File: src/rtl/ssp_pkg.sv
package ssp_pkg;
   localparam int F_START   = 0;
   localparam int F_EXT     = 1;
   localparam int F_MSB     = 2;
   localparam int F_IE      = 3;
   localparam int F_RATE_LO = 4;
   localparam int F_DONE    = 7;

   typedef struct packed {
      logic [1:0] rate;
      logic       ie;
      logic       msb;
      logic       ext;
   } ssp_cfg_t;
endpackage

File: src/rtl/ssp_sync.sv
module ssp_sync #(
   parameter int             W       = 1,
   parameter int             STAGES  = 2,
   parameter logic [W-1:0]   RST_VAL = '0
) (
   input  logic         clk,
   input  logic         rst_n,
   input  logic [W-1:0] d,
   output logic [W-1:0] q
);
   if (STAGES < 2) begin : g_bad_stages
      $error("ssp_sync: STAGES must be at least 2");
   end

   logic [W-1:0] chain [STAGES];

   always_ff @(posedge clk or negedge rst_n) begin
      if (!rst_n) begin
         for (int i = 0; i < STAGES; i++) chain[i] <= RST_VAL;
      end else begin
         chain[0] <= d;
         for (int i = 1; i < STAGES; i++) chain[i] <= chain[i-1];
      end
   end

   assign q = chain[STAGES-1];
endmodule

File: src/rtl/ssp_clkgen.sv
module ssp_clkgen #(
   parameter int RATE_W = 2,
   parameter int STEP   = 2
) (
   input  logic              clk,
   input  logic              rst_n,
   input  logic              run,
   input  logic [RATE_W-1:0] rate,
   output logic              sck,
   output logic              fall_ev,
   output logic              rise_ev
);
   localparam int MAX_LOG = STEP * ((1 << RATE_W) - 1);
   localparam int CNT_W   = (MAX_LOG > 0) ? MAX_LOG : 1;

   if (RATE_W < 1 || STEP < 1) begin : g_bad_rate
      $error("ssp_clkgen: RATE_W and STEP must be positive");
   end

   logic [CNT_W-1:0] cnt;
   logic [CNT_W:0]   half_v;
   logic             wrap;
   logic             sck_r;

   always_comb begin
      half_v = {{CNT_W{1'b0}}, 1'b1} << (STEP * rate);
      wrap   = ({1'b0, cnt} + {{CNT_W{1'b0}}, 1'b1}) == half_v;
   end

   always_ff @(posedge clk or negedge rst_n) begin
      if (!rst_n) begin
         cnt   <= '0;
         sck_r <= 1'b1;
      end else if (!run) begin
         cnt   <= '0;
         sck_r <= 1'b1;
      end else if (wrap) begin
         cnt   <= '0;
         sck_r <= ~sck_r;
      end else begin
         cnt   <= cnt + CNT_W'(1);
      end
   end

   assign fall_ev = run & wrap & sck_r;
   assign rise_ev = run & wrap & ~sck_r;
   assign sck     = sck_r | ~run;

   // counter never passes the selected half period
   a_r3_cnt_bound: assert property (@(posedge clk) disable iff (!rst_n)
      run |-> ({1'b0, cnt} < half_v));
   // clock parks high once the divider stops
   a_r3_idle_high: assert property (@(posedge clk) disable iff (!rst_n)
      !run |=> sck_r);
endmodule

File: src/rtl/ssp_shifter.sv
module ssp_shifter #(
   parameter int W = 8
) (
   input  logic         clk,
   input  logic         rst_n,
   input  logic         load,
   input  logic [W-1:0] load_val,
   input  logic         fall_ev,
   input  logic         rise_ev,
   input  logic         msb_first,
   input  logic         sin,
   output logic [W-1:0] q,
   output logic         sout
);
   if (W < 2) begin : g_bad_width
      $error("ssp_shifter: W must be at least 2");
   end

   logic out_bit;
   assign out_bit = msb_first ? q[W-1] : q[0];

   always_ff @(posedge clk or negedge rst_n) begin
      if (!rst_n) begin
         q    <= '0;
         sout <= 1'b1;
      end else begin
         if (load)
            q <= load_val;
         else if (rise_ev)
            q <= msb_first ? {q[W-2:0], sin} : {sin, q[W-1:1]};
         if (fall_ev)
            sout <= out_bit;
      end
   end

   // a load never coincides with a shift event
   a_r9_load_exclusive: assert property (@(posedge clk) disable iff (!rst_n)
      load |-> !(fall_ev || rise_ev));
endmodule

File: src/rtl/ssp_port.sv
module ssp_port
   import ssp_pkg::*;
#(
   parameter int DATA_W      = 8,
   parameter int RATE_W      = 2,
   parameter int RATE_STEP   = 2,
   parameter int SYNC_STAGES = 2
) (
   input  logic              clk,
   input  logic              rst_n,
   input  logic              wr_en,
   input  logic              wr_sel,
   input  logic [DATA_W-1:0] wr_data,
   output logic [DATA_W-1:0] mode_rd,
   output logic [DATA_W-1:0] data_rd,
   output logic              irq,
   output logic              sck_o,
   output logic              sck_oe,
   input  logic              sck_i,
   output logic              sdo,
   input  logic              sdi
);
   localparam int BIT_W = $clog2(DATA_W);

   if (DATA_W < 8) begin : g_bad_data_w
      $error("ssp_port: DATA_W must hold the mode layout");
   end
   if (F_RATE_LO + RATE_W > F_DONE) begin : g_bad_rate_w
      $error("ssp_port: rate field overlaps the flag bit");
   end

   ssp_cfg_t         cfg_q;
   logic             start_q, done_q;
   logic [BIT_W-1:0] bitn;

   logic wr_mode, wr_dat, go, stop, last_bit;
   logic m_run, s_run;
   logic m_fall, m_rise, e_fall, e_rise, fall_g, rise_g;
   logic s_sck, s_sdi, sck_d, sin;

   assign wr_mode = wr_en & ~wr_sel;
   assign wr_dat  = wr_en & wr_sel;
   assign go      = wr_mode & wr_data[F_START] & ~start_q;
   assign stop    = wr_mode & ~wr_data[F_START] & start_q;
   assign m_run   = start_q & ~cfg_q.ext;
   assign s_run   = start_q & cfg_q.ext;

   ssp_sync #(.W(2), .STAGES(SYNC_STAGES), .RST_VAL(2'b11)) u_sync (
      .clk(clk), .rst_n(rst_n), .d({sck_i, sdi}), .q({s_sck, s_sdi}));

   always_ff @(posedge clk or negedge rst_n) begin
      if (!rst_n) sck_d <= 1'b1;
      else        sck_d <= s_sck;
   end

   assign e_rise = s_run & s_sck & ~sck_d;
   assign e_fall = s_run & ~s_sck & sck_d;

   ssp_clkgen #(.RATE_W(RATE_W), .STEP(RATE_STEP)) u_clkgen (
      .clk(clk), .rst_n(rst_n), .run(m_run), .rate(cfg_q.rate),
      .sck(sck_o), .fall_ev(m_fall), .rise_ev(m_rise));

   assign fall_g   = (m_fall | e_fall) & ~stop;
   assign rise_g   = (m_rise | e_rise) & ~stop;
   assign sin      = cfg_q.ext ? s_sdi : sdi;
   assign last_bit = (bitn == BIT_W'(DATA_W - 1));

   ssp_shifter #(.W(DATA_W)) u_shifter (
      .clk(clk), .rst_n(rst_n), .load(wr_dat & ~start_q), .load_val(wr_data),
      .fall_ev(fall_g), .rise_ev(rise_g), .msb_first(cfg_q.msb), .sin(sin),
      .q(data_rd), .sout(sdo));

   always_ff @(posedge clk or negedge rst_n) begin
      if (!rst_n) begin
         cfg_q   <= '0;
         start_q <= 1'b0;
         done_q  <= 1'b0;
         bitn    <= '0;
      end else begin
         if (wr_mode && !start_q) begin
            cfg_q.ext  <= wr_data[F_EXT];
            cfg_q.msb  <= wr_data[F_MSB];
            cfg_q.ie   <= wr_data[F_IE];
            cfg_q.rate <= wr_data[F_RATE_LO +: RATE_W];
         end
         if (go) begin
            start_q <= 1'b1;
            bitn    <= '0;
         end else if (stop) begin
            start_q <= 1'b0;
            bitn    <= '0;
         end else if (rise_g) begin
            if (last_bit) begin
               start_q <= 1'b0;
               bitn    <= '0;
            end else begin
               bitn <= bitn + BIT_W'(1);
            end
         end
         if (go)
            done_q <= 1'b0;
         else if (rise_g && last_bit)
            done_q <= 1'b1;
         else if (wr_mode && !wr_data[F_DONE])
            done_q <= 1'b0;
      end
   end

   always_comb begin
      mode_rd = '0;
      mode_rd[F_START] = start_q;
      mode_rd[F_EXT]   = cfg_q.ext;
      mode_rd[F_MSB]   = cfg_q.msb;
      mode_rd[F_IE]    = cfg_q.ie;
      mode_rd[F_RATE_LO +: RATE_W] = cfg_q.rate;
      mode_rd[F_DONE]  = done_q;
   end

   assign irq    = done_q & cfg_q.ie;
   assign sck_oe = ~cfg_q.ext;

   // the last captured bit ends the transfer
   a_r2_end_after_last: assert property (@(posedge clk) disable iff (!rst_n)
      (rise_g && last_bit) |=> !start_q);
   // the flag only rises as a running transfer finishes
   a_r7_done_after_run: assert property (@(posedge clk) disable iff (!rst_n)
      $rose(done_q) |-> ($past(start_q) && !start_q));
   // idle port keeps its data without a data write
   a_r6_idle_data_hold: assert property (@(posedge clk) disable iff (!rst_n)
      (!start_q && !wr_dat) |=> $stable(data_rd));
   // abort leaves the port quiet
   a_r10_abort_quiet: assert property (@(posedge clk) disable iff (!rst_n)
      stop |=> (!start_q && !done_q && sck_o && bitn == '0));
   // configuration frozen while busy
   a_r11_cfg_frozen: assert property (@(posedge clk) disable iff (!rst_n)
      start_q |=> $stable(cfg_q));
endmodule

File: config.mk
export PLATFORM = sky130hd
export DESIGN_NAME = ssp_port
export DESIGN_NICKNAME = d
export VERILOG_FILES = /design/src/rtl/ssp_pkg.sv /design/src/rtl/ssp_sync.sv /design/src/rtl/ssp_clkgen.sv /design/src/rtl/ssp_shifter.sv /design/src/rtl/ssp_port.sv
export SDC_FILE = /design/constraint.sdc
export NUM_CORES = 1
export LEC_CHECK = 0
export BUFFER_PORTS_ARGS = -buffer_cell sky130_fd_sc_hd__buf_2
export CORE_AREA = 3 3 60 62
export CTS_CLUSTER_SIZE = 10
export DETAILED_ROUTE_END_ITERATION = 10
export DIE_AREA = 0 0 63 65
export PLACE_DENSITY = 0.78
export SLEW_MARGIN = 20
export SYNTH_ARGS = -nofsm -noshare
export SYNTH_HDL_FRONTEND = slang
export SYNTH_SLANG_ARGS = --single-unit
File: constraint.sdc
create_clock -name clk -period 2.91 [get_ports clk]
set_clock_uncertainty 0.2 [all_clocks]
set_input_delay 0.873 -clock clk [delete_from_list [all_inputs] [get_ports clk]]
set_output_delay 0.873 -clock clk [all_outputs]
set_load 0.02 [all_outputs]
# [Word-level counts from Yosys, hierarchy flattened]
# Cells that the tools add are included.
[word_totals] wordCells=82 register_bits=31 in_bits=14 out_inout_bits=20
[classes] bitwise_logic=31 shifts=1 reduce_logical=10 eq_ne=3 n_addsub=3 n_mux=20
[op_table] operator="$mux 8" count=3
[op_table] operator="$and 1x1->1" count=19
[op_table] operator="$mux 3" count=4
[op_table] operator="$mux 6" count=2
[op_table] operator="$mux 1" count=11
[op_table] operator="$not 1->1" count=9
[op_table] operator="$reduce_bool 3->1" count=3
[op_table] operator="$add 6x1->7 const B" count=1
[op_table] operator="$eq 7x7->1" count=1
[op_table] operator="$shl 1x3->7 const A" count=1
[op_table] operator="$add 6x1->6 const B" count=1
[op_table] operator="$add 3x1->3 const B" count=1
[op_table] operator="$eq 3x3->1 const B" count=1
[op_table] operator="$logic_and 1x1->1" count=3
[op_table] operator="$or 1x1->1" count=3
[op_table] operator="$logic_not 1->1" count=2
[op_table] operator="$ne 2x2->1 const B" count=1
[op_table] operator="$reduce_and 2->1" count=1
[op_table] operator="$reduce_bool 2->1" count=1

# [Logic depth before layout (Yosys ltp)]
# Gate-level depths: netlist of run 1.
[depth] word_depth=9 ltp_mapped=8 depth_no_buf=7

# [By module]
# A second synthesis of run 1 with hierarchy kept.
[unflattened] cells_unflattened=159 area_unflattened_um2=1732.9
[by_module_without_submodules] mod="ssp_port" n_inst=1 cells_each=58 seq_area_each_um2=276.5 area_per_inst_um2=619.3
[by_module_without_submodules] mod="ssp_shifter" n_inst=1 cells_each=48 seq_area_each_um2=226.5 area_per_inst_um2=523.0
[by_module_without_submodules] mod="ssp_clkgen" n_inst=1 cells_each=47 seq_area_each_um2=176.4 area_per_inst_um2=470.5
[by_module_without_submodules] mod="ssp_sync" n_inst=1 cells_each=6 seq_area_each_um2=105.1 area_per_inst_um2=120.1

# [Worst setup path after synthesis of run 1]
# No wires, ideal clock.
[synth_path] path_kind="reg-to-reg" startpoint="register u_clkgen.cnt[0]" endpoint="register u_shifter.q[1]" arrival_time_ps=2121 period_less_slack_ps=2446 n_path_buf=1 required_time_ps=2585 path_stages_with_launch=9 slack_ps=464 setup_ps=125 cell_sequence="dfrtp_1 -> ha_1 -> and3_1 -> buf_2 -> xnor3_1 -> a211oi_2 -> a31oi_2 -> nand2_2 -> mux2_2"
[synth_via] elab_chain_len=7
[synth_rtl] item="from (decl)" line="ssp_clkgen.sv:20" rtl="logic [CNT_W-1:0] cnt;"
[synth_rtl] item="from (signal assigned)" line="ssp_clkgen.sv:41" rtl="cnt <= cnt + CNT_W'(1);"
[synth_rtl] item="$add 6x1->7" line="ssp_clkgen.sv:27" rtl="wrap = ({1'b0, cnt} + {{CNT_W{1'b0}}, 1'b1}) == half_v;"
[synth_rtl] item="$eq 7x7->1" line="ssp_clkgen.sv:27"
[synth_rtl] item="$and 1x1->1 (2 in series)" line="ssp_clkgen.sv:46" rtl="assign rise_ev = run & wrap & ~sck_r;"
[synth_rtl] item="$or 1x1->1" line="ssp_port.sv:64" rtl="assign rise_g = (m_rise | e_rise) & ~stop;"
[synth_rtl] item="$and 1x1->1" line="ssp_port.sv:64"
[synth_rtl] item="$reduce_bool 2->1 (no line)"
[synth_rtl] item="to (signal assigned)" line="ssp_shifter.sv:28" rtl="q <= load_val;"
[synth_rtl] item="to (signal assigned)" line="ssp_shifter.sv:30" rtl="q <= msb_first ? {q[W-2:0], sin} : {sin, q[W-1:1]};"
[synth_rtl] item="to (decl)" line="ssp_shifter.sv:12" rtl="output logic [W-1:0] q,"
# No other way between the ends.
# A chain may end at the register's enable or synchronous reset.

# [Worst setup path after layout of run 1]
[layout_path] startpoint="register start_q" endpoint="output port sck_o"
[layout_via] elab_chain_len=3
[layout_rtl] item="from (decl)" line="ssp_port.sv:33" rtl="logic start_q, done_q;"
[layout_rtl] item="from (signal assigned)" line="ssp_port.sv:76" rtl="start_q <= 1'b0;"
[layout_rtl] item="from (signal assigned)" line="ssp_port.sv:87" rtl="start_q <= 1'b1;"
[layout_rtl] item="from (signal assigned)" line="ssp_port.sv:90" rtl="start_q <= 1'b0;"
[layout_rtl] item="$and 1x1->1" line="ssp_port.sv:45" rtl="assign m_run = start_q & ~cfg_q.ext;"
[layout_rtl] item="$not 1->1" line="ssp_clkgen.sv:47" rtl="assign sck = sck_r | ~run;"
[layout_rtl] item="$or 1x1->1" line="ssp_clkgen.sv:47"
[layout_rtl] item="to (decl)" line="ssp_port.sv:17" rtl="output logic sck_o,"
# No other way between the ends.

==> impl_summary.log, run 1 <==
[metrics] status: completed
[metrics] first-pass GRT wire length: 6.10 mm
[metrics] y dimension of the die: 65 um
[metrics] Post-synth EDFFs: 0
[metrics] critical path fanouts, max: 9
[metrics] library cells used by synthesis: 43
[metrics] detailed-router iteration count before antenna repair: 4
[metrics] maximum clock frequency: 370 MHz
[metrics] number of global-route vias before repair: 1365
[metrics] Crit. End Element: output port
[metrics] Routed Antenna Nets: 0
[metrics] Post-synth top flop: sky130_fd_sc_hd__dfrtp_1
[metrics] power density normalized to cell area: 903 nW/um2
[metrics] PnR Total Power: 1.74 mW
[metrics] Flop pwr share: 0.408
[metrics] data required time of the critical path: 1840 ps
[metrics] initial standard-cell utilization of the core: 0.540
[metrics] fraction of final layout cells sized beyond drive strength 1: 0.372
[metrics] CTS-repair resized insts: 0
[metrics] Post-Place Cells: 224
[metrics] actual transition at the worst max-transition pin: 656 ps
[metrics] via density per instance: 5.56
[metrics] kind of start point of the critical path: flop
[metrics] postcts setup bufs: 0
[metrics] library cell used as clock root buffer: sky130_fd_sc_hd__clkbuf_4
[metrics] top cell types by occurrence after synthesis: sky130_fd_sc_hd__dfrtp_1, sky130_fd_sc_hd__nand2_1, sky130_fd_sc_hd__o21ai_0, sky130_fd_sc_hd__mux2_2, sky130_fd_sc_hd__mux2i_1
[metrics] RSZ-0062 raised after global routing: false
[metrics] HPWL Detailed: 2.64 mm
[metrics] async set or reset register ratio after synthesis: 1.00
[metrics] final count of negative-setup-slack endpoints: 0
[metrics] pin count of the biggest net entering global routing: 32
[metrics] net switching power: 670 uW
[metrics] number of placed I/O pins: 34
[metrics] hold_buf cts: 0
[metrics] per-cell routed wire length: 15.4 um
[metrics] met1 usage in global routing: 0.235
[metrics] post-layout worst setup margin: 208 ps
[metrics] headroom to the max-slew limit: 0.563
[metrics] total clock sinks: 31
[metrics] number of port buffers: 32
[metrics] sequential area share after synthesis: 0.472
[metrics] synthesis-to-finish area growth: 16.2%
[metrics] depth of the CTS H-tree: 2
[metrics] most numerous cell in the Yosys netlist: sky130_fd_sc_hd__dfrtp_1
[metrics] Cell Count, Final, Fillers Out: 232
[metrics] cells along the critical path: nand2b_1, or2_2, buf_2
[metrics] number of antenna violations at the first check in global routing: 0
[metrics] largest incremental delay on the critical path: 530 ps
[metrics] portion of total power attributed to combinational logic: 0.388
[metrics] Post-Syn Nets: 171
[metrics] ant diodes: 0
[metrics] crit path max-delay cell type: sky130_fd_sc_hd__dfrtp_1
[metrics] Core Footprint: 3080 um2
[metrics] overall die width: 63 um
[metrics] total negative setup slack: 0 ps
[metrics] net switching share of the total power: 0.384
[metrics] critical path class: flop to output port
[metrics] post-route fraction of the period consumed by the critical path: 0.928
[metrics] 1st-iter DRT viols: 39
[metrics] maximum buffer depth of the clock tree: 2
[metrics] CTS buffer count: 5
[metrics] Max Cap Viol: 0
[metrics] Hold Vio Cnt, Final: 0
[metrics] Setup WS pre-CTS: 337 ps
[metrics] Synth Register Bits: 31
[metrics] site row count: 20
[metrics] total global routing track utilization: 0.196
[metrics] remaining global-route overflow: 0
[metrics] relative contribution of the clock network to total power: 0.204
[metrics] drt total wl: 3.56 mm
[metrics] clock edge transition at the registers on the reported setup and hold paths: 100 ps
[metrics] biggest area contributors in the synthesized netlist: sky130_fd_sc_hd__dfrtp_1, sky130_fd_sc_hd__dfstp_2, sky130_fd_sc_hd__mux2_2
[metrics] Worst-Skew Late Latency: 340 ps
[metrics] cell taking the most area after synthesis: sky130_fd_sc_hd__dfrtp_1
[metrics] total die area: 4100 um2
[metrics] met3 global-route usage: 0.0416
[metrics] data arrival time of the worst path: 1630 ps
[metrics] clock tree from TritonCTS: yes
[metrics] met2 GRT Util: 0.316
[metrics] peak-usage layer in the global routing report: met2
[metrics] internal power summed over all cells: 1.07 mW
[metrics] final weighted congestion of routability-driven global placement: 0.840
[metrics] Mean Syn Cell Area: 10.8 um2
[metrics] share of the synthesized area in the top cell type: 0.361
[metrics] Cells after Synth: 154
[metrics] path category of the worst min-delay check: flop to flop
[metrics] total via count after detailed routing: 1289
[metrics] post-synth design cell area: 1660 um2
[metrics] Peak VDD IR: 0.000523 V
[metrics] time the worst path needs with I/O delays and setup: 2700 ps
[metrics] static leakage power: 0.894 nW
[metrics] Final Max Tran Viols: 0
[metrics] total number of yosys warnings: 0
[metrics] residual DRC count: 0
[metrics] number of nets at the end of the flow: 204
metrics by stage:
| step | hold WS [ps] | instance area [um2] | utilization |
|---|---|---|---|
| floorplan | 145 | 1660 | - |
| global placement | 147 | 1850 | 0.600 |
| detailed placement | 148 | 1850 | 0.600 |
| CTS | 162 | 1930 | 0.628 |
| global route | 172 | 1930 | 0.628 |
| finish | 160 | 1930 | 0.628 |
metal layers:
layer  part of all wire  up-vias
li1                   -      608
met1               0.44      624
met2               0.47       46
met3              0.061       11
met4              0.023        0
met5                  0        -
critical path: cells and delay by family, from the launching register on:
family                 cells  cell delay (ps)
and+or+nand+nor            2              590
DFF                        1              530
buffers and inverters      1              170
power groups by stage:
stage	Sequential [mW]	Combinational [mW]	Clock, mW
4_1_cts	0.711	0.680	0.362
2_1_floorplan	0.762	0.428	0
3_3_place_gp	0.709	0.659	0
3_5_place_dp	0.718	0.677	0
6_report	0.712	0.677	0.356
5_1_grt	0.737	0.743	0.385
cell usage in the layout (no fill, tap or decap), types with 2 or more instances in the layout:
| cell type | n |
|---|---|
| sky130_fd_sc_hd__nor2_1 | 5 |
| sky130_fd_sc_hd__mux2i_1 | 8 |
| sky130_fd_sc_hd__inv_1 | 3 |
| sky130_fd_sc_hd__nor4b_1 | 2 |
| sky130_fd_sc_hd__ha_1 | 3 |
| sky130_fd_sc_hd__dfrtp_1 | 24 |
| sky130_fd_sc_hd__and3_1 | 3 |
| sky130_fd_sc_hd__nor2b_1 | 2 |
| sky130_fd_sc_hd__buf_2 | 32 |
| sky130_fd_sc_hd__xnor2_1 | 5 |
| sky130_fd_sc_hd__nand2_1 | 16 |
| sky130_fd_sc_hd__mux2_2 | 11 |
| sky130_fd_sc_hd__nand2b_1 | 4 |
| sky130_fd_sc_hd__a31oi_1 | 2 |
| sky130_fd_sc_hd__nand3_1 | 6 |
| sky130_fd_sc_hd__a21oi_1 | 3 |
| sky130_fd_sc_hd__dfstp_2 | 7 |
| sky130_fd_sc_hd__nor3_1 | 5 |
| sky130_fd_sc_hd__and2_1 | 3 |
| sky130_fd_sc_hd__o21ai_0 | 13 |
| sky130_fd_sc_hd__clkbuf_4 | 5 |
| sky130_fd_sc_hd__buf_4 | 2 |
registers in the layout, summed over array words and instances, names as in the netlist:
signal	count
u_shifter.q	8
u_clkgen.cnt	6
mode_rd	5
bitn	3
u_sync.chain	2
u_sync.q	2
done_q	1
sck_d	1
start_q	1
u_clkgen.sck_r	1
u_shifter.sout	1
layout make-up:
cell class	instances	area, um2
Fill cell	255	1150
Multi-Input combinational cell	112	820
Sequential cell	31	785
Timing Repair Buffer	34	175
Tap cell	44	55.1
Clock buffer	6	51.3
Clock inverter	2	35.0
Inverter	3	11.3
kinds of logic (layout without fill, tap and decap cells):
logic type,count (synthesis),after routing,share of synthesized area
simple gates,56,56,0.193
flops,31,31,0.472
compound gates,27,27,0.113
mux,19,19,0.123
buf+inv,11,45,0.0354
xor+xnor,6,6,0.0399
fa+ha+maj,3,3,0.0226
other cells,1,1,0.00226
path summary, 6_finish.rpt:
path,slack (ps),cells past startpoint,end,start
worst min-delay path,160,0,u_sync.q[1],u_sync.chain[3]
worst max-delay path,210,3,sck_o,start_q
min in group asynchronous,340,1,u_clkgen.cnt[4],rst_n
worst max register to register,280,7,u_shifter.q[5],u_clkgen.cnt[0]
worst min register to register,160,0,u_sync.q[1],u_sync.chain[3]
max in group asynchronous,1720,1,done_q,rst_n
(Power assumes the default switching activity.)
==> run 2, diff against run 1 <==
Settings changed: ABC_AREA set to 1, PLACE_DENSITY 0.78 to 0.79.
==> impl_summary.log, run 2 <==
[metrics] HPWL Detailed: 2.55 mm (was 2.64 mm)
[metrics] number of nets at the end of the flow: 273 (was 204)
[metrics] clock tree from TritonCTS: yes (unchanged)
[metrics] status: completed (unchanged)
[metrics] Mean Syn Cell Area: 7.57 um2 (was 10.8 um2)
[metrics] data required time of the critical path: 1840 ps (about the same)
[metrics] critical path class: flop to output port (unchanged)
[metrics] Cells after Synth: 223 (was 154)
[metrics] register name with the most flops: u_shifter.q (unchanged)
[metrics] async set or reset register ratio after synthesis: 1.00 (unchanged)
[metrics] time the worst path needs with I/O delays and setup: 2600 ps (was 2700 ps)
[metrics] total global routing track utilization: 0.178 (was 0.196)
[metrics] total clock sinks: 31 (unchanged)
[metrics] net switching share of the total power: 0.450 (was 0.384)
[metrics] post-route fraction of the period consumed by the critical path: 0.893 (was 0.928)
[metrics] Post-synth EDFFs: 0 (unchanged)
[metrics] fraction of final layout cells sized beyond drive strength 1: 0.222 (was 0.372)
[metrics] remaining global-route overflow: 0 (unchanged)
[metrics] path category of the worst min-delay check: flop to flop (unchanged)
[metrics] number of global-route vias before repair: 1315 (was 1365)
[metrics] synthesis-to-finish area growth: 14.3% (was 16.2%)
[metrics] xor and xnor fraction of the mapped netlist area: 0.0104 (was 0.0399)
[metrics] portion of total power attributed to combinational logic: 0.450 (was 0.388)
[metrics] adder-cell area share of the yosys netlist: 0.0222 (was 0.0226)
[metrics] CTS buffer count: 5 (unchanged)
[metrics] Max Cap Viol: 0 (unchanged)
[metrics] CTS-repair resized insts: 0 (unchanged)
[metrics] net switching power: 796 uW (was 670 uW)
[metrics] postcts setup bufs: 0 (unchanged)
[metrics] via density per instance: 4.80 (was 5.56)
[metrics] Core Footprint: 3080 um2 (unchanged)
[metrics] sequential area share after synthesis: 0.464 (was 0.472)
[metrics] residual DRC count: 0 (unchanged)
[metrics] static leakage power: 1.03 nW (was 0.894 nW)
[metrics] flip-flop count of the largest register, all copies and words added: 8 (unchanged)
[metrics] most numerous cell in the Yosys netlist: sky130_fd_sc_hd__nand2_1 (was sky130_fd_sc_hd__dfrtp_1)
[metrics] multiplexer share of the synthesized area: 0.00593 (was 0.123)
[metrics] cell taking the most area after synthesis: sky130_fd_sc_hd__dfrtp_1 (unchanged)
[metrics] maximum buffer depth of the clock tree: 2 (unchanged)
[metrics] per-cell routed wire length: 10.9 um (was 15.4 um)
[metrics] library cell used as clock root buffer: sky130_fd_sc_hd__clkbuf_4 (unchanged)
[metrics] biggest area contributors in the synthesized netlist: sky130_fd_sc_hd__dfrtp_1, sky130_fd_sc_hd__nand2_1, sky130_fd_sc_hd__dfstp_2 (was sky130_fd_sc_hd__dfrtp_1, sky130_fd_sc_hd__dfstp_2, sky130_fd_sc_hd__mux2_2)
[metrics] site row count: 20 (unchanged)
[metrics] final count of negative-setup-slack endpoints: 0 (unchanged)
[metrics] headroom to the max-slew limit: 0.547 (was 0.563)
[metrics] depth of the CTS H-tree: 2 (unchanged)
[metrics] initial standard-cell utilization of the core: 0.549 (was 0.540)
[metrics] Flop pwr share: 0.404 (was 0.408)
[metrics] Worst-Skew Late Latency: 330 ps (was 340 ps)
[metrics] data arrival time of the worst path: 1530 ps (was 1630 ps)
[metrics] Peak VDD IR: 0.000513 V (was 0.000523 V)
[metrics] drt total wl: 3.28 mm (was 3.56 mm)
[metrics] Post-Syn Nets: 240 (was 171)
[metrics] ant diodes: 0 (unchanged)
[metrics] clock edge transition at the registers on the reported setup and hold paths: 90 ps (was 100 ps)
[metrics] total via count after detailed routing: 1444 (was 1289)
[metrics] total die area: 4100 um2 (unchanged)
[metrics] actual transition at the worst max-transition pin: 679 ps (was 656 ps)
[metrics] Post-synth top flop: sky130_fd_sc_hd__dfrtp_1 (unchanged)
[metrics] post-synth design cell area: 1690 um2 (was 1660 um2)
[metrics] library cells used by synthesis: 28 (was 43)
[metrics] hold_buf cts: 0 (unchanged)
[metrics] total number of yosys warnings: 0 (unchanged)
[metrics] relative contribution of the clock network to total power: 0.146 (was 0.204)
[metrics] area fraction in and, or, nand and nor cells after synthesis: 0.313 (was 0.193)
[metrics] 1st-iter DRT viols: 93 (was 39)
[metrics] total negative setup slack: 0 ps (unchanged)
[metrics] Crit. End Element: output port (unchanged)
[metrics] combinational family with the most area after synthesis: simple AND/OR/NAND/NOR gates (unchanged)
[metrics] first-pass GRT wire length: 5.64 mm (was 6.10 mm)
[metrics] kind of start point of the critical path: flop (unchanged)
[metrics] number of port buffers: 32 (unchanged)
[metrics] overall die width: 63 um (unchanged)
[metrics] critical path fanouts, max: 5 (was 9)
[metrics] Synth Register Bits: 31 (unchanged)
[metrics] power density normalized to cell area: 915 nW/um2 (was 903 nW/um2)
[metrics] y dimension of the die: 65 um (unchanged)
[metrics] Routed Antenna Nets: 0 (unchanged)
[metrics] number of placed I/O pins: 34 (unchanged)
[metrics] share of the synthesized area in the top cell type: 0.356 (was 0.361)
[metrics] internal power summed over all cells: 971 uW (was 1.07 mW)
[metrics] Hold Vio Cnt, Final: 0 (unchanged)
[metrics] maximum clock frequency: 385 MHz (was 370 MHz)
[metrics] RSZ-0062 raised after global routing: false (unchanged)
[metrics] commonest non-fill, non-tap cells in the layout: sky130_fd_sc_hd__nand2_1, sky130_fd_sc_hd__buf_2, sky130_fd_sc_hd__nor2_1, sky130_fd_sc_hd__inv_1, sky130_fd_sc_hd__dfrtp_1 (was sky130_fd_sc_hd__buf_2, sky130_fd_sc_hd__dfrtp_1, sky130_fd_sc_hd__nand2_1, sky130_fd_sc_hd__o21ai_0, sky130_fd_sc_hd__mux2_2)
[metrics] final weighted congestion of routability-driven global placement: 0.922 (was 0.840)
[metrics] pin count of the biggest net entering global routing: 32 (unchanged)
[metrics] most common cell after layout, fill and taps aside: sky130_fd_sc_hd__nand2_1 (was sky130_fd_sc_hd__buf_2)
[metrics] number of antenna violations at the first check in global routing: 0 (unchanged)
[metrics] Final Max Tran Viols: 0 (unchanged)
[metrics] PnR Total Power: 1.77 mW (was 1.74 mW)
[metrics] area fraction in compound gates after synthesis: 0.0911 (was 0.113)
[metrics] top cell types by occurrence after synthesis: sky130_fd_sc_hd__nand2_1, sky130_fd_sc_hd__nor2_1, sky130_fd_sc_hd__inv_1, sky130_fd_sc_hd__dfrtp_1, sky130_fd_sc_hd__nand3_1 (was sky130_fd_sc_hd__dfrtp_1, sky130_fd_sc_hd__nand2_1, sky130_fd_sc_hd__o21ai_0, sky130_fd_sc_hd__mux2_2, sky130_fd_sc_hd__mux2i_1)
[metrics] detailed-router iteration count before antenna repair: 4 (unchanged)
[run 2: kinds of logic (layout without fill, tap and decap cells)]
logic type | Yosys count | count (layout)
adders and majority gates | 3 | 3
xor gates and xnor gates | 2 | 2
other | 1 | 1
AOI/OAI and AO/OA | 28 | 28
buffers and inverters | 37 | 71
DFF | 31 | 31
muxes | 1 | 1
and+or+nand+nor | 120 | 120
[run 2: area by class of cell]
class                   instances  area (um2)
clock buffers                   7        55.1
clock inverters                 1        5.00
fillers                       292        1150
inverters                      30         113
multi-input cells             155         751
flip-flops and latches         31         785
well taps                      44        55.1
repair buffers                 33         168
[run 2: path summary, 6_finish.rpt]
kind | start | end | slack [ps] | depth (start not counted)
worst max-delay path | start_q | sck_o | 310 | 6
min in group asynchronous | rst_n | bitn[0] | 370 | 1
worst max register to register | u_clkgen.cnt[0] | u_shifter.q[5] | 770 | 14
worst min-delay path | u_sync.chain[3] | u_sync.q[1] | 160 | 0
max in group asynchronous | rst_n | u_shifter.q[3] | 1700 | 1
worst min register to register | u_sync.chain[3] | u_sync.q[1] | 160 | 0
[run 2: worst max-delay path, cell delays in order, from the launching register on]
cell,delay (ps)
sky130_fd_sc_hd__dfrtp_1,440
sky130_fd_sc_hd__inv_1,110
sky130_fd_sc_hd__nor2_1,120
sky130_fd_sc_hd__inv_1,100
sky130_fd_sc_hd__nor2_1,200
sky130_fd_sc_hd__inv_1,60
sky130_fd_sc_hd__buf_2,160
[run 2: power groups by stage]
stage / sequential [mW] / clock (mW) / combinational, mW
6_report: 0.714 / 0.258 / 0.794
5_1_grt: 0.740 / 0.286 / 0.904
4_1_cts: 0.713 / 0.272 / 0.802
3_5_place_dp: 0.721 / 0 / 0.798
3_3_place_gp: 0.719 / 0 / 0.798
2_1_floorplan: 0.781 / 0 / 0.515
[run 2: through the flow]
step / area [um2] / hold WS [ps] / worst slack, ps / instances / util
3_5_place_dp: 1870 / 147 / 510 / 293 / 0.608
3_3_place_gp: 1870 / 145 / 567 / 293 / 0.608
4_1_cts: 1930 / 164 / 282 / 301 / 0.627
2_1_floorplan: 1690 / 145 / 799 / 223 / -
5_1_grt: 1930 / 165 / 124 / 301 / 0.627
6_report: 1930 / 161 / 312 / 301 / 0.627
[run 2: per-layer routing]
metal / wire length, um / up-vias / GRT usage / part of all wire
met5: 0 / - / 0 / 0
met4: 57 / 0 / 0.0992 / 0.017
met3: 134 / 5 / 0.0381 / 0.041
met2: 1550 / 33 / 0.298 / 0.47
met1: 1540 / 636 / 0.214 / 0.47
li1: - / 770 / - / -
==> run 3, diff against run 2 <==
==> constraint.sdc (replaced) <==
create_clock -name clk -period 2.91 [get_ports clk]
set_clock_uncertainty 0.2 [all_clocks]
set_input_delay 0.582 -clock clk [delete_from_list [all_inputs] [get_ports clk]]
set_output_delay 0.582 -clock clk [all_outputs]
set_load 0.02 [all_outputs]
==> impl_summary.log, run 3 (synthesis gave the netlist of run 2 again) <==
[metrics] status: completed (unchanged)
[metrics] detailed-router iteration count before antenna repair: 4 (unchanged)
[metrics] Post-Place Cells: 293 (unchanged)
[metrics] HPWL Detailed: 2.73 mm (was 2.55 mm)
[metrics] ant diodes: 0 (unchanged)
[metrics] Finished Core Util: 0.630 (was 0.627)
[metrics] initial standard-cell utilization of the core: 0.549 (unchanged)
[metrics] total global routing track utilization: 0.188 (was 0.178)
[metrics] power density normalized to cell area: 929 nW/um2 (was 915 nW/um2)
[metrics] number of filler instances in the final layout: 298 (was 292)
[metrics] Core Footprint: 3080 um2 (unchanged)
[metrics] critical path fanouts, max: 5 (unchanged)
[metrics] Worst-Skew Late Latency: 330 ps (about the same)
[metrics] CTS-repair resized insts: 0 (unchanged)
[metrics] most common cell after layout, fill and taps aside: sky130_fd_sc_hd__nand2_1 (unchanged)
[metrics] residual DRC count: 0 (unchanged)
[metrics] net switching share of the total power: 0.447 (was 0.450)
[metrics] relative contribution of the clock network to total power: 0.158 (was 0.146)
[metrics] maximum clock frequency: 435 MHz (was 385 MHz)
[metrics] path category of the worst min-delay check: primary input to async pin (was flop to flop)
[metrics] 1st-iter DRT viols: 97 (was 93)
[metrics] site row count: 20 (unchanged)
[metrics] Hold Vio Cnt, Final: 0 (unchanged)
[metrics] register name with the most flops: u_shifter.q (unchanged)
[metrics] synthesis-to-finish area growth: 14.8% (was 14.3%)
[metrics] clock edge transition at the registers on the reported setup and hold paths: 90 ps (about the same)
[metrics] Cell Count, Final, Fillers Out: 301 (unchanged)
[metrics] pin count of the biggest net entering global routing: 32 (unchanged)
[metrics] library cell used as clock root buffer: sky130_fd_sc_hd__clkbuf_4 (unchanged)
[metrics] headroom to the max-slew limit: 0.559 (was 0.547)
[metrics] final weighted congestion of routability-driven global placement: 0.845 (was 0.922)
[metrics] data required time of the critical path: 2130 ps (was 1840 ps)
[metrics] Routed Antenna Nets: 0 (unchanged)
[metrics] total clock sinks: 31 (unchanged)
[metrics] post-route fraction of the period consumed by the critical path: 0.791 (was 0.893)
[metrics] number of antenna violations at the first check in global routing: 0 (unchanged)
[metrics] overall die width: 63 um (unchanged)
[metrics] per-cell routed wire length: 11.5 um (was 10.9 um)
[metrics] Worst setup startpoint: start_q (unchanged)
[metrics] portion of total power attributed to combinational logic: 0.449 (was 0.450)
[metrics] data arrival time of the worst path: 1520 ps (was 1530 ps)
[metrics] maximum buffer depth of the clock tree: 2 (unchanged)
[metrics] Final Max Tran Viols: 0 (unchanged)
[metrics] total via count after detailed routing: 1486 (was 1444)
[metrics] Crit. End Element: output port (unchanged)
[metrics] number of nets at the end of the flow: 273 (unchanged)
[metrics] number of placed I/O pins: 34 (unchanged)
[metrics] postcts setup bufs: 0 (unchanged)
[metrics] Max Cap Viol: 0 (unchanged)
[metrics] drt total wl: 3.48 mm (was 3.28 mm)
[metrics] remaining global-route overflow: 0 (unchanged)
[metrics] flip-flop count of the largest register, all copies and words added: 8 (unchanged)
[metrics] via density per instance: 4.94 (was 4.80)
[metrics] y dimension of the die: 65 um (unchanged)
[metrics] time the worst path needs with I/O delays and setup: 2300 ps (was 2600 ps)
[metrics] total negative setup slack: 0 ps (unchanged)
[metrics] kind of start point of the critical path: flop (unchanged)
[metrics] Setup WS pre-CTS: 716 ps (was 510 ps)
[metrics] critical path class: flop to output port (unchanged)
[metrics] Peak VDD IR: 0.000624 V (was 0.000513 V)
[metrics] startpoint of the lowest-slack register-to-register path: u_clkgen.cnt[0] (unchanged)
[metrics] final count of negative-setup-slack endpoints: 0 (unchanged)
[metrics] Reg2Reg Setup Slack: 800 ps (was 770 ps)
[metrics] internal power summed over all cells: 996 uW (was 971 uW)
[metrics] net switching power: 806 uW (was 796 uW)
[metrics] depth of the CTS H-tree: 2 (unchanged)
[metrics] post-layout worst setup margin: 609 ps (was 312 ps)
[metrics] fraction of final layout cells sized beyond drive strength 1: 0.222 (unchanged)
[metrics] number of port buffers: 32 (unchanged)
[metrics] hold_buf cts: 0 (unchanged)
[metrics] RSZ-0062 raised after global routing: false (unchanged)
[metrics] Flop pwr share: 0.393 (was 0.404)
[metrics] clock tree from TritonCTS: yes (unchanged)
[metrics] CTS buffer count: 5 (unchanged)
[metrics] total die area: 4100 um2 (unchanged)
[metrics] first-pass GRT wire length: 5.91 mm (was 5.64 mm)
[metrics] number of global-route vias before repair: 1353 (was 1315)
[metrics] actual transition at the worst max-transition pin: 661 ps (was 679 ps)
[metrics] static leakage power: 1.03 nW (about the same)
[metrics] commonest non-fill, non-tap cells in the layout: sky130_fd_sc_hd__nand2_1, sky130_fd_sc_hd__buf_2, sky130_fd_sc_hd__nor2_1, sky130_fd_sc_hd__inv_1, sky130_fd_sc_hd__dfrtp_1 (unchanged)
[metrics] minimum hold slack: 69.4 ps (was 161 ps)
-- run 3: cell count changes in the layout (fill, tap and decap cells not counted) --
cell | before | now
sky130_fd_sc_hd__clkbuf_8 | 1 | 2
sky130_fd_sc_hd__clkinv_2 | 1 | 0
-- run 3: path summary, 6_finish.rpt --
path | end | cells after the start
min | bitn[1] | 1
max | sck_o | 6
min in group clk | u_sync.chain[3] | 1
max in group asynchronous | mode_rd[1] | 1
min reg2reg | u_sync.q[0] | 0
max reg2reg | u_shifter.q[2] | 14
-- run 3: power by group through the flow --
stage	clock network (mW)	logic, mW	registers, mW
2_1_floorplan	0	0.515	0.781
3_3_place_gp	0	0.798	0.719
3_5_place_dp	0	0.809	0.718
4_1_cts	0.289	0.817	0.709
5_1_grt	0.314	0.926	0.738
6_report	0.284	0.809	0.709
-- run 3: worst max-delay path, stage by stage (launching register included) --
cell and delay (ps):
sky130_fd_sc_hd__dfrtp_1 430, sky130_fd_sc_hd__inv_1 90, sky130_fd_sc_hd__nor2_1 120, sky130_fd_sc_hd__inv_1 110, sky130_fd_sc_hd__nor2_1 210, sky130_fd_sc_hd__inv_1 60, sky130_fd_sc_hd__buf_2 160
-- run 3: area by class of cell --
cell class | instances | area [um2] | share of cell area
sequential | 31 | 785 | 0.405
timing repair buffer | 33 | 168 | 0.0865
tap | 44 | 55.1 | 0.0284
multi-input combinational | 155 | 751 | 0.387
clock buffer | 8 | 68.8 | 0.0355
inverter | 30 | 113 | 0.0581
-- run 3: metrics by stage --
step | power, mW | cell area (um2)
6_report | 1.80 | 1940
5_1_grt | 1.98 | 1940
4_1_cts | 1.82 | 1940
3_5_place_dp | 1.53 | 1870
3_3_place_gp | 1.52 | 1870
2_1_floorplan | 1.30 | 1690
-- run 3: layer usage --
| layer | vias up | global-route usage | share of wire |
|---|---|---|---|
| li1 | 772 | - | - |
| met1 | 670 | 0.223 | 0.44 |
| met2 | 39 | 0.320 | 0.49 |
| met3 | 5 | 0.0624 | 0.064 |
| met4 | 0 | 0.0579 | 0.013 |
| met5 | - | 0 | 0 |
